--- config.mk ---
export PLATFORM = sky130hd
export DESIGN_NAME = sparse_mem_ctrl
export DESIGN_NICKNAME = d
export VERILOG_FILES = /design/src/rtl/sparse_mem_pkg.sv /design/src/rtl/sparse_blk_map.sv /design/src/rtl/sparse_pool.sv /design/src/rtl/sparse_quota.sv /design/src/rtl/sparse_mem_ctrl.sv
export SDC_FILE = /design/constraint.sdc
export NUM_CORES = 2
export LEC_CHECK = 0
export BUFFER_PORTS_ARGS = -buffer_cell sky130_fd_sc_hd__clkbuf_2
export CAP_MARGIN = 20
export CORE_MARGIN = 2
export CORE_UTILIZATION = 40
export CTS_BUF_LIST = sky130_fd_sc_hd__clkbuf_8
export CTS_CLUSTER_DIAMETER = 60
export DETAILED_ROUTE_END_ITERATION = 16
export MAX_ROUTING_LAYER = met4
export REMOVE_ABC_BUFFERS = 1
export SLEW_MARGIN = 25
export SYNTH_ARGS = -nofsm -noshare
export SYNTH_HDL_FRONTEND = slang
export SYNTH_SLANG_ARGS = --single-unit
--- constraint.sdc ---
create_clock -name clk -period 9.4 [get_ports clk]
set_clock_uncertainty 0.15 [all_clocks]
set_input_delay 0.47 -clock clk [delete_from_list [all_inputs] [get_ports clk]]
set_output_delay 0.47 -clock clk [all_outputs]
set_load 0.02 [all_outputs]
--- src/rtl/sparse_mem_pkg.sv ---
package sparse_mem_pkg;

    typedef enum logic [1:0] {
        EXC_NONE  = 2'b00,
        EXC_QUOTA = 2'b01
    } exc_code_e;

    typedef enum logic [1:0] {
        ST_IDLE   = 2'b00,
        ST_CLEAR  = 2'b01,
        ST_COMMIT = 2'b10
    } ctrl_state_e;

    function automatic int width_of(input int count);
        return (count > 1) ? $clog2(count) : 1;
    endfunction

endpackage

--- src/rtl/sparse_blk_map.sv ---
module sparse_blk_map #(
    parameter int TAG_W  = 28,
    parameter int SLOTS  = 3,
    parameter int SLOT_W = 2
) (
    input  logic              clk,
    input  logic              rst,
    input  logic [TAG_W-1:0]  lk_tag,
    output logic              lk_hit,
    output logic [SLOT_W-1:0] lk_slot,
    input  logic              alloc_en,
    input  logic [TAG_W-1:0]  alloc_tag,
    output logic [SLOT_W-1:0] fill_slot
);
    logic [SLOTS-1:0]  match;
    logic [SLOT_W-1:0] fill_q;

    for (genvar i = 0; i < SLOTS; i++) begin : g_entry
        logic             vld_q;
        logic [TAG_W-1:0] tag_q;

        always_ff @(posedge clk) begin
            if (rst) begin
                vld_q <= 1'b0;
                tag_q <= '0;
            end else if (alloc_en && fill_q == SLOT_W'(i)) begin
                vld_q <= 1'b1;
                tag_q <= alloc_tag;
            end
        end

        assign match[i] = vld_q && (tag_q == lk_tag);
    end

    always_comb begin
        lk_slot = '0;
        for (int i = SLOTS - 1; i >= 0; i--) begin
            if (match[i]) lk_slot = SLOT_W'(i);
        end
    end

    assign lk_hit    = |match;
    assign fill_slot = fill_q;

    always_ff @(posedge clk) begin
        if (rst)           fill_q <= '0;
        else if (alloc_en) fill_q <= fill_q + 1'b1;
    end
endmodule

--- src/rtl/sparse_pool.sv ---
module sparse_pool #(
    parameter int DATA_W = 32,
    parameter int IDX_W  = 6
) (
    input  logic              clk,
    input  logic              wr_en,
    input  logic [IDX_W-1:0]  wr_idx,
    input  logic [DATA_W-1:0] wr_data,
    input  logic [IDX_W-1:0]  rd_idx,
    output logic [DATA_W-1:0] rd_data
);
    localparam int DEPTH = 1 << IDX_W;

    logic [DATA_W-1:0] cells [DEPTH];

    always_ff @(posedge clk) begin
        if (wr_en) cells[wr_idx] <= wr_data;
    end

    assign rd_data = cells[rd_idx];
endmodule

--- src/rtl/sparse_quota.sv ---
module sparse_quota #(
    parameter int USE_W       = 7,
    parameter int BLK_WORDS   = 16,
    parameter int QUOTA_WORDS = 48
) (
    input  logic             clk,
    input  logic             rst,
    input  logic             charge,
    output logic             over_quota,
    output logic [USE_W-1:0] usage
);
    localparam logic [USE_W-1:0] STEP  = USE_W'(BLK_WORDS);
    localparam logic [USE_W-1:0] LIMIT = USE_W'(QUOTA_WORDS);

    logic [USE_W-1:0] used_q;

    assign over_quota = (used_q + STEP) > LIMIT;
    assign usage      = used_q;

    always_ff @(posedge clk) begin
        if (rst)         used_q <= '0;
        else if (charge) used_q <= used_q + STEP;
    end
endmodule

--- src/rtl/sparse_mem_ctrl.sv ---
module sparse_mem_ctrl
    import sparse_mem_pkg::*;
#(
    parameter int ADDR_W      = 32,
    parameter int DATA_W      = 32,
    parameter int OFF_W       = 4,
    parameter int QUOTA_WORDS = 48
) (
    input  logic              clk,
    input  logic              rst,
    input  logic              req_valid,
    output logic              req_ready,
    input  logic              req_we,
    input  logic [ADDR_W-1:0] req_addr,
    input  logic [DATA_W-1:0] req_wdata,
    output logic              resp_valid,
    output logic [DATA_W-1:0] resp_rdata,
    output logic              exc_valid,
    output logic [1:0]        exc_code
);
    localparam int BLK_WORDS = 1 << OFF_W;
    localparam int TAG_W     = ADDR_W - OFF_W;
    localparam int SLOTS     = QUOTA_WORDS / BLK_WORDS;
    localparam int SLOT_W    = width_of(SLOTS);
    localparam int IDX_W     = SLOT_W + OFF_W;
    localparam int USE_W     = width_of(QUOTA_WORDS + BLK_WORDS + 1) + 1;

    ctrl_state_e       state_q;
    logic [OFF_W-1:0]  clr_cnt_q;
    logic [TAG_W-1:0]  pend_tag_q;
    logic [OFF_W-1:0]  pend_off_q;
    logic [DATA_W-1:0] pend_data_q;

    logic [TAG_W-1:0]  in_tag;
    logic [OFF_W-1:0]  in_off;
    logic              accept;
    logic              map_hit;
    logic [SLOT_W-1:0] map_slot;
    logic [SLOT_W-1:0] free_slot;
    logic              commit;
    logic              over_quota;
    logic [USE_W-1:0]  usage_words;
    logic              pool_we;
    logic [IDX_W-1:0]  pool_widx;
    logic [DATA_W-1:0] pool_wdata;
    logic [DATA_W-1:0] pool_rdata;

    assign in_tag    = req_addr[ADDR_W-1:OFF_W];
    assign in_off    = req_addr[OFF_W-1:0];
    assign req_ready = (state_q == ST_IDLE);
    assign accept    = req_valid && req_ready;
    assign commit    = (state_q == ST_COMMIT);

    sparse_blk_map #(.TAG_W(TAG_W), .SLOTS(SLOTS), .SLOT_W(SLOT_W)) u_map (
        .clk      (clk),
        .rst      (rst),
        .lk_tag   (in_tag),
        .lk_hit   (map_hit),
        .lk_slot  (map_slot),
        .alloc_en (commit),
        .alloc_tag(pend_tag_q),
        .fill_slot(free_slot)
    );

    sparse_quota #(.USE_W(USE_W), .BLK_WORDS(BLK_WORDS), .QUOTA_WORDS(QUOTA_WORDS)) u_quota (
        .clk       (clk),
        .rst       (rst),
        .charge    (commit),
        .over_quota(over_quota),
        .usage     (usage_words)
    );

    sparse_pool #(.DATA_W(DATA_W), .IDX_W(IDX_W)) u_pool (
        .clk    (clk),
        .wr_en  (pool_we),
        .wr_idx (pool_widx),
        .wr_data(pool_wdata),
        .rd_idx ({map_slot, in_off}),
        .rd_data(pool_rdata)
    );

    // Pool write source: direct hit, zero fill of a fresh slot, or the held write.
    always_comb begin
        pool_we    = 1'b0;
        pool_widx  = {map_slot, in_off};
        pool_wdata = req_wdata;
        unique case (state_q)
            ST_IDLE:   pool_we = accept && req_we && map_hit;
            ST_CLEAR: begin
                pool_we    = 1'b1;
                pool_widx  = {free_slot, clr_cnt_q};
                pool_wdata = '0;
            end
            ST_COMMIT: begin
                pool_we    = 1'b1;
                pool_widx  = {free_slot, pend_off_q};
                pool_wdata = pend_data_q;
            end
            default: pool_we = 1'b0;
        endcase
    end

    always_ff @(posedge clk) begin
        if (rst) begin
            state_q     <= ST_IDLE;
            clr_cnt_q   <= '0;
            pend_tag_q  <= '0;
            pend_off_q  <= '0;
            pend_data_q <= '0;
            resp_valid  <= 1'b0;
            resp_rdata  <= '0;
            exc_valid   <= 1'b0;
            exc_code    <= EXC_NONE;
        end else begin
            resp_valid <= 1'b0;
            exc_valid  <= 1'b0;
            exc_code   <= EXC_NONE;
            unique case (state_q)
                ST_IDLE: if (accept) begin
                    if (!req_we) begin
                        resp_valid <= 1'b1;
                        resp_rdata <= map_hit ? pool_rdata : '0;
                    end else if (map_hit) begin
                        resp_valid <= 1'b1;
                        resp_rdata <= '0;
                    end else if (over_quota) begin
                        resp_valid <= 1'b1;
                        resp_rdata <= '0;
                        exc_valid  <= 1'b1;
                        exc_code   <= EXC_QUOTA;
                    end else begin
                        state_q     <= ST_CLEAR;
                        clr_cnt_q   <= '0;
                        pend_tag_q  <= in_tag;
                        pend_off_q  <= in_off;
                        pend_data_q <= req_wdata;
                    end
                end
                ST_CLEAR: begin
                    clr_cnt_q <= clr_cnt_q + 1'b1;
                    if (clr_cnt_q == OFF_W'(BLK_WORDS - 1)) state_q <= ST_COMMIT;
                end
                ST_COMMIT: begin
                    state_q    <= ST_IDLE;
                    resp_valid <= 1'b1;
                    resp_rdata <= '0;
                end
                default: state_q <= ST_IDLE;
            endcase
        end
    end
endmodule

Word level (Yosys, flattened, before mapping)
Memories as Yosys holds them, arrays and structs flattened.
Cells that the tools add are included.
{ "word_totals": {"ff_bits": 203, "ram_bits": 2048, "output_inout_bits": 37, "word_cells": 92, "n_memories": 1} }
{ "memory_table": {"columns": ["memory", "words", "width", "read_ports", "rd_clocked_by_memory_dff", "wr", "line", "rtl"], "rows": [
  ["u_pool.cells", 64, 32, 1, 0, 1, "sparse_pool.sv:14", "logic [DATA_W-1:0] cells [DEPTH];"]
]} }
{ "op_classes": {"addsub": 3, "n_lt_le_gt_ge": 1, "eq_ne": 14, "n_mux": 31, "bitwise": 5, "n_reduce_logical": 20} }
{ "op_table": {"columns": ["op", "count"], "rows": [
  ["$mux W32", 5],
  ["$pmux W32 S2", 2],
  ["$eq A28 B28 Y1", 3],
  ["$mux W2", 8],
  ["$mux W4", 4],
  ["$reduce_and A5 Y1", 3],
  ["$pmux W6 S2", 1],
  ["$logic_and A1 B1 Y1", 9],
  ["$add A8 B5 Y8 const B", 1],
  ["$gt A8 B6 Y1 const B", 1],
  ["$pmux W4 S2", 1],
  ["$mux W1", 7],
  ["$reduce_or A7 Y1", 1],
  ["$ne A2 B2 Y1 const B", 3],
  ["$not A1 Y1", 5],
  ["$add A4 B1 Y4 const B", 1],
  ["$eq A2 B1 Y1 const B", 2],
  ["$eq A2 B2 Y1 const B", 2],
  ["$eq A4 B4 Y1 const B", 1],
  ["$logic_not A2 Y1", 2],
  ["$ne A2 B1 Y1 const B", 2],
  ["$ne A4 B2 Y1 const B", 1],
  ["$pmux W1 S2", 2],
  ["$pmux W2 S2", 1],
  ["other kinds (5)", 6]
]} }

Depth between registers and ports, before layout
An unclocked memory read counts as a cell.
{ "logic_depth": {"depth_word": 10, "mapped_depth": 11, "ltp_nobuf": 8} }

By module
From an unflattened synthesis, not the netlist that was laid out.
{ "unflattened": {"hier_cells": 4697, "area_unflattened_um2": 87350.0} }
{ "modules_own_cells": {"columns": ["module", "instances", "cells_per_inst", "area_per_inst_um2", "seq_area_each_um2"], "rows": [
  ["sparse_pool", 1, 3540, 78250.0, 61499.0],
  ["sparse_mem_ctrl", 1, 622, 4867.2, 2082.0],
  ["sparse_blk_map", 1, 509, 4010.1, 1781.7],
  ["sparse_quota", 1, 26, 222.7, 80.1]
]} }

Worst setup path after synthesis
No wires, ideal clock.
{ "synth_path": {"path_kind": "input to register", "startpoint": "input req_addr[14]", "endpoint": "memory u_pool.cells[2][0] (enable)", "t_arrival_ns": 4.213, "required_ns": 8.789, "path_slack_ns": 4.576, "stages": 9, "path_buffers": 2, "cell_sequence": "xnor2_1 nand4_1 nor4_1 nand4_1 buf_2 nand3b_1 nand4_2 buf_2 nor3_1"} }
{ "synth_via": {"elab_chain_len": 7} }
{ "synth_lines": {"columns": ["element", "line", "rtl"], "rows": [
  ["from (decl)", "sparse_mem_ctrl.sv:14", "input logic [ADDR_W-1:0] req_addr,"],
  ["$eq A28 B28 Y1", "sparse_blk_map.sv:32", "assign match[i] = vld_q && (tag_q == lk_tag);"],
  ["$logic_and A1 B1 Y1", "sparse_blk_map.sv:32", null],
  ["$reduce_or A3 Y1", "sparse_blk_map.sv:42", "assign lk_hit = |match;"],
  ["$logic_and A1 B1 Y1", "sparse_mem_ctrl.sv:88", "ST_IDLE: pool_we = accept && req_we && map_hit;"],
  ["$pmux W1 S2", "sparse_mem_ctrl.sv:87", "unique case (state_q)"],
  ["$mux W1", "sparse_pool.sv:17", "if (wr_en) cells[wr_idx] <= wr_data;"],
  ["$mux W1 (implied by the code)", "sparse_pool.sv:17", null],
  ["to (decl)", "sparse_pool.sv:14", null]
]} }
Several ways; a longest one is shown, not always the timed one.

Worst setup path in the final report
{ "layout_path": {"startpoint": "register state_q[1]", "endpoint": "memory u_pool.cells[47][17] (enable)"} }
{ "layout_via": {"elab_chain_len": 7} }
{ "layout_lines": {"columns": ["element", "line", "rtl"], "rows": [
  ["from (decl)", "sparse_mem_ctrl.sv:28", "ctrl_state_e state_q;"],
  ["from (signal assigned)", "sparse_mem_ctrl.sv:105", "state_q <= ST_IDLE;"],
  ["from (signal assigned)", "sparse_mem_ctrl.sv:132", "state_q <= ST_CLEAR;"],
  ["from (signal assigned)", "sparse_mem_ctrl.sv:141", "if (clr_cnt_q == OFF_W'(BLK_WORDS - 1)) state_q <= ST_COMMIT;"],
  ["$logic_not A2 Y1", "sparse_mem_ctrl.sv:50, sparse_mem_ctrl.sv:87", null],
  ["$logic_and A1 B1 Y1", "sparse_mem_ctrl.sv:51", "assign accept = req_valid && req_ready;"],
  ["$logic_and A1 B1 Y1 (2 in series)", "sparse_mem_ctrl.sv:88", null],
  ["$pmux W1 S2", "sparse_mem_ctrl.sv:87", null],
  ["$mux W1", "sparse_pool.sv:17", null],
  ["$mux W1 (implied by the code)", "sparse_pool.sv:17", null]
]} }
Several ways; a longest one is shown, not always the timed one.

==> flow_summary.json <==
{
  "vias": 34900,
  "clk_pin_slew_ns": 0.06,
  "grt.total_usage_pct": 20.3,
  "cts_buffer_depth": 4,
  "fin_area_um2": 77700,
  "drt-wirelength-per-cell_um": 26.7,
  "grt_util_met3_pct": 4.52,
  "crit_path_start_kind": "flip-flop",
  "critPathArrivalTime_ns": 5.39,
  "crit_end": "u_pool.cells[47][17]",
  "fin_tns_setup_ns": 0,
  "p_leak_nw": 25.0,
  "routed_wl_mm": 170,
  "die_h_um": 414,
  "synth_top_area_share_pct": 68.5,
  "r2r_setup_slack_ns": 4.46,
  "area_delta_synth_final_pct": 15.3,
  "yosys-top-cells-count": "1536 x edfxtp_1, 448 x mux4_2, 353 x nand2_1",
  "synthesis.area_um2": 67300,
  "synth-edff-count": 1536,
  "nNetsFinal": 4004,
  "grtUsageMet1_pct": 27.3,
  "placed_cell_area_um2": 71500,
  "rsz0062_at_grt": "false",
  "grt_overflow": 0,
  "fin_crit_ns": 4.94,
  "yosysTopAreaCell": "edfxtp_1",
  "floorplan.rows": 150,
  "grt_pass1_vias": 35500,
  "numCtsBuffers": 306,
  "cts.sinks": 1733,
  "cp_max_fo": 43,
  "maxCapViolCount": 0,
  "fillerInstances": 14000,
  "portBuffers": 103,
  "synth.most_common_cell": "edfxtp_1",
  "post-cts-setup-buffer-count": 0,
  "hpwlAfterDp_mm": 96.6,
  "yosysSeqAreaShare_pct": 74.3,
  "vdd_drop_max_v": 0.000151,
  "layoutNonFillerInstCount": 6352,
  "antenna_found_initial": 8,
  "path_class": "flip-flop to flip-flop",
  "timing.final.crit_share_pct": 52.5,
  "grt_max_degree": 130,
  "tightest_slew_ns": 1.01,
  "cts_tree": "yes",
  "use_met2_pct": 30.9,
  "gp_congestion": 0.792,
  "ys.flop_type": "edfxtp_1",
  "hold_buffers": 72,
  "setup.worst_path.end_class": "flip-flop",
  "postRouteAntennaNets": 0,
  "htreeDepth": 5,
  "outcome": "finished clean",
  "slew_violations": 0,
  "firstDrtPassIters": 6,
  "startpoint": "state_q[1]",
  "maxSlewHeadroom_pct": 32.9,
  "drive_above_1_share_pct": 27.5,
  "die_x_um": 414,
  "cts_resized": 0,
  "setup_viol": 0,
  "ioPinCount": 105,
  "async_reset_ff_share_pct": 0,
  "power_density_nw_per_um2": 203,
  "initial_core_util_pct": 40.3,
  "avgViaCountPerCell": 5.49,
  "drc": 0,
  "die_area_um2": 172000,
  "core-area_um2": 167000,
  "cts_root_buf": "clkbuf_8",
  "grt.busiest_layer": "met2",
  "drtIter0Drc": 3322,
  "finalHoldViolations": 0,
  "netlist_instances": 3528,
  "ff2ff_path_depth": 8,
  "clock_latency_ns": 1.01,
  "worstPathRequired_ns": 9.86,
  "grt_pass1_wl_mm": 247,
  "dp.cells": 5751,
  "ys_types": 51,
  "r2r-end": "u_pool.cells[47][17]",
  "max_freq_mhz": 203,
  "yosysWarnings": 0,
  "synth_seq_cells": 1733,
  "hold_path_class": "input port to flip-flop",
  "r2r_start": "state_q[1]",
  "syn_avg_cell_area_um2": 19.1,
  "ys_top_cells_by_area": "edfxtp_1 68%, mux4_2 15%, dfxtp_1 5.9%"
}
cell families after synthesis:
| logic type | after synthesis | share of synthesized area, % |
|---|---|---|
| AO/OA/AOI/OAI | 378 | 3.27 |
| XOR/XNOR | 88 | 1.14 |
| adder cells (fa/ha/maj) | 9 | 0.167 |
| buffers and inverters | 256 | 1.72 |
| flip-flops | 1733 | 74.3 |
| multiplexers | 482 | 15.5 |
| other | 1 | 0.00557 |
| AND/OR/NAND/NOR | 581 | 3.86 |
metrics by stage:
| step | power [mW] | utilization, % | hold slack (ns) | setup slack (ns) |
|---|---|---|---|---|
| floorplan | 9.13 | - | 0.280 | 3.03 |
| global placement | 9.58 | 42.6 | 0.288 | 4.41 |
| detailed placement | 9.59 | 42.7 | 0.296 | 4.32 |
| CTS | 16.0 | 46.4 | 0.0606 | 4.47 |
| global route | 16.4 | 46.4 | 0.104 | 4.18 |
| finish | 15.8 | 46.4 | 0.138 | 4.46 |
placed cells by master (no fill, tap or decap), drive strengths merged, types with 4 or more instances in the layout:
cell and instances:
nand2 353, nor4 13, diode 5, clkbuf 425, mux2i 34, mux4 448
edfxtp 1536, o21ai 64, a211oi 33, and2 4, a211o 4, inv 154
ha 9, nand3 46, nor2b 32, a31oi 36, dlygate4sd3 72, buf 133
xor2 20, nand4 19, nor2 38, clkinvlp 10, dfxtp 197, clkinv 71
a21o 36, nand2b 34, bufinv 6, a22oi 4, xnor2 68, a21oi 189
nor3 32
power by group:
group / total, mW / internal (mW) / switching, mW
sequential: 8.52 / 8.51 / 0.0141
combinational: 0.920 / 0.312 / 0.608
clock: 6.35 / 3.35 / 3.00
total: 15.8 / 12.2 / 3.62
worst min path at each step:
stage	start	endpoint	cells past startpoint
after floorplan	pend_off_q[0]	pend_off_q[0]	2
final	req_wdata[29]	pend_data_q[29]	4
after CTS	req_wdata[31]	pend_data_q[31]	4
after global routing	req_wdata[29]	pend_data_q[29]	4
after detailed placement	resp_rdata[17]	resp_rdata[17]	1
after global placement	resp_rdata[3]	resp_rdata[3]	1
critical path: stages, from the launching register on:
cell and delay, ns:
dfxtp_1 0.41, inv_1 0.12, ha_4 0.72, buf_4 0.66, nor2_1 0.13, a21oi_1 0.26
nand4_2 0.61, nor3_2 0.86, buf_4 0.56
registers in the layout, summed over array words and instances, names as in the netlist:
name                 flops
u_pool.cells          1536
u_map.g_entry.tag_q     84
pend_data_q             32
resp_rdata              32
pend_tag_q              28
clr_cnt_q                4
pend_off_q               4
u_quota.usage            4
u_map.g_entry.vld_q      3
state_q                  2
u_map.fill_slot          2
exc_code                 1
resp_valid               1
cell type report:
cell class | count | area, µm² | share of cell area, %
Multi-Input combinational cell | 1539 | 16700 | 21.5
Antenna cell | 5 | 12.5 | 0.0161
Inverter | 43 | 161 | 0.208
Tap cell | 2204 | 2760 | 3.55
Sequential cell | 1733 | 50100 | 64.5
Clock buffer | 326 | 4490 | 5.78
Timing Repair Buffer | 304 | 2480 | 3.20
Clock inverter | 198 | 982 | 1.26
metal layers:
layer  share of wire (%)  vias to the layer above
li1                    -                    15000
met1                  43                    18300
met2                  48                     1301
met3                 7.0                      297
met4                 2.5                        0
met5                   0                        -
Power figures use the tool's default switching activity.
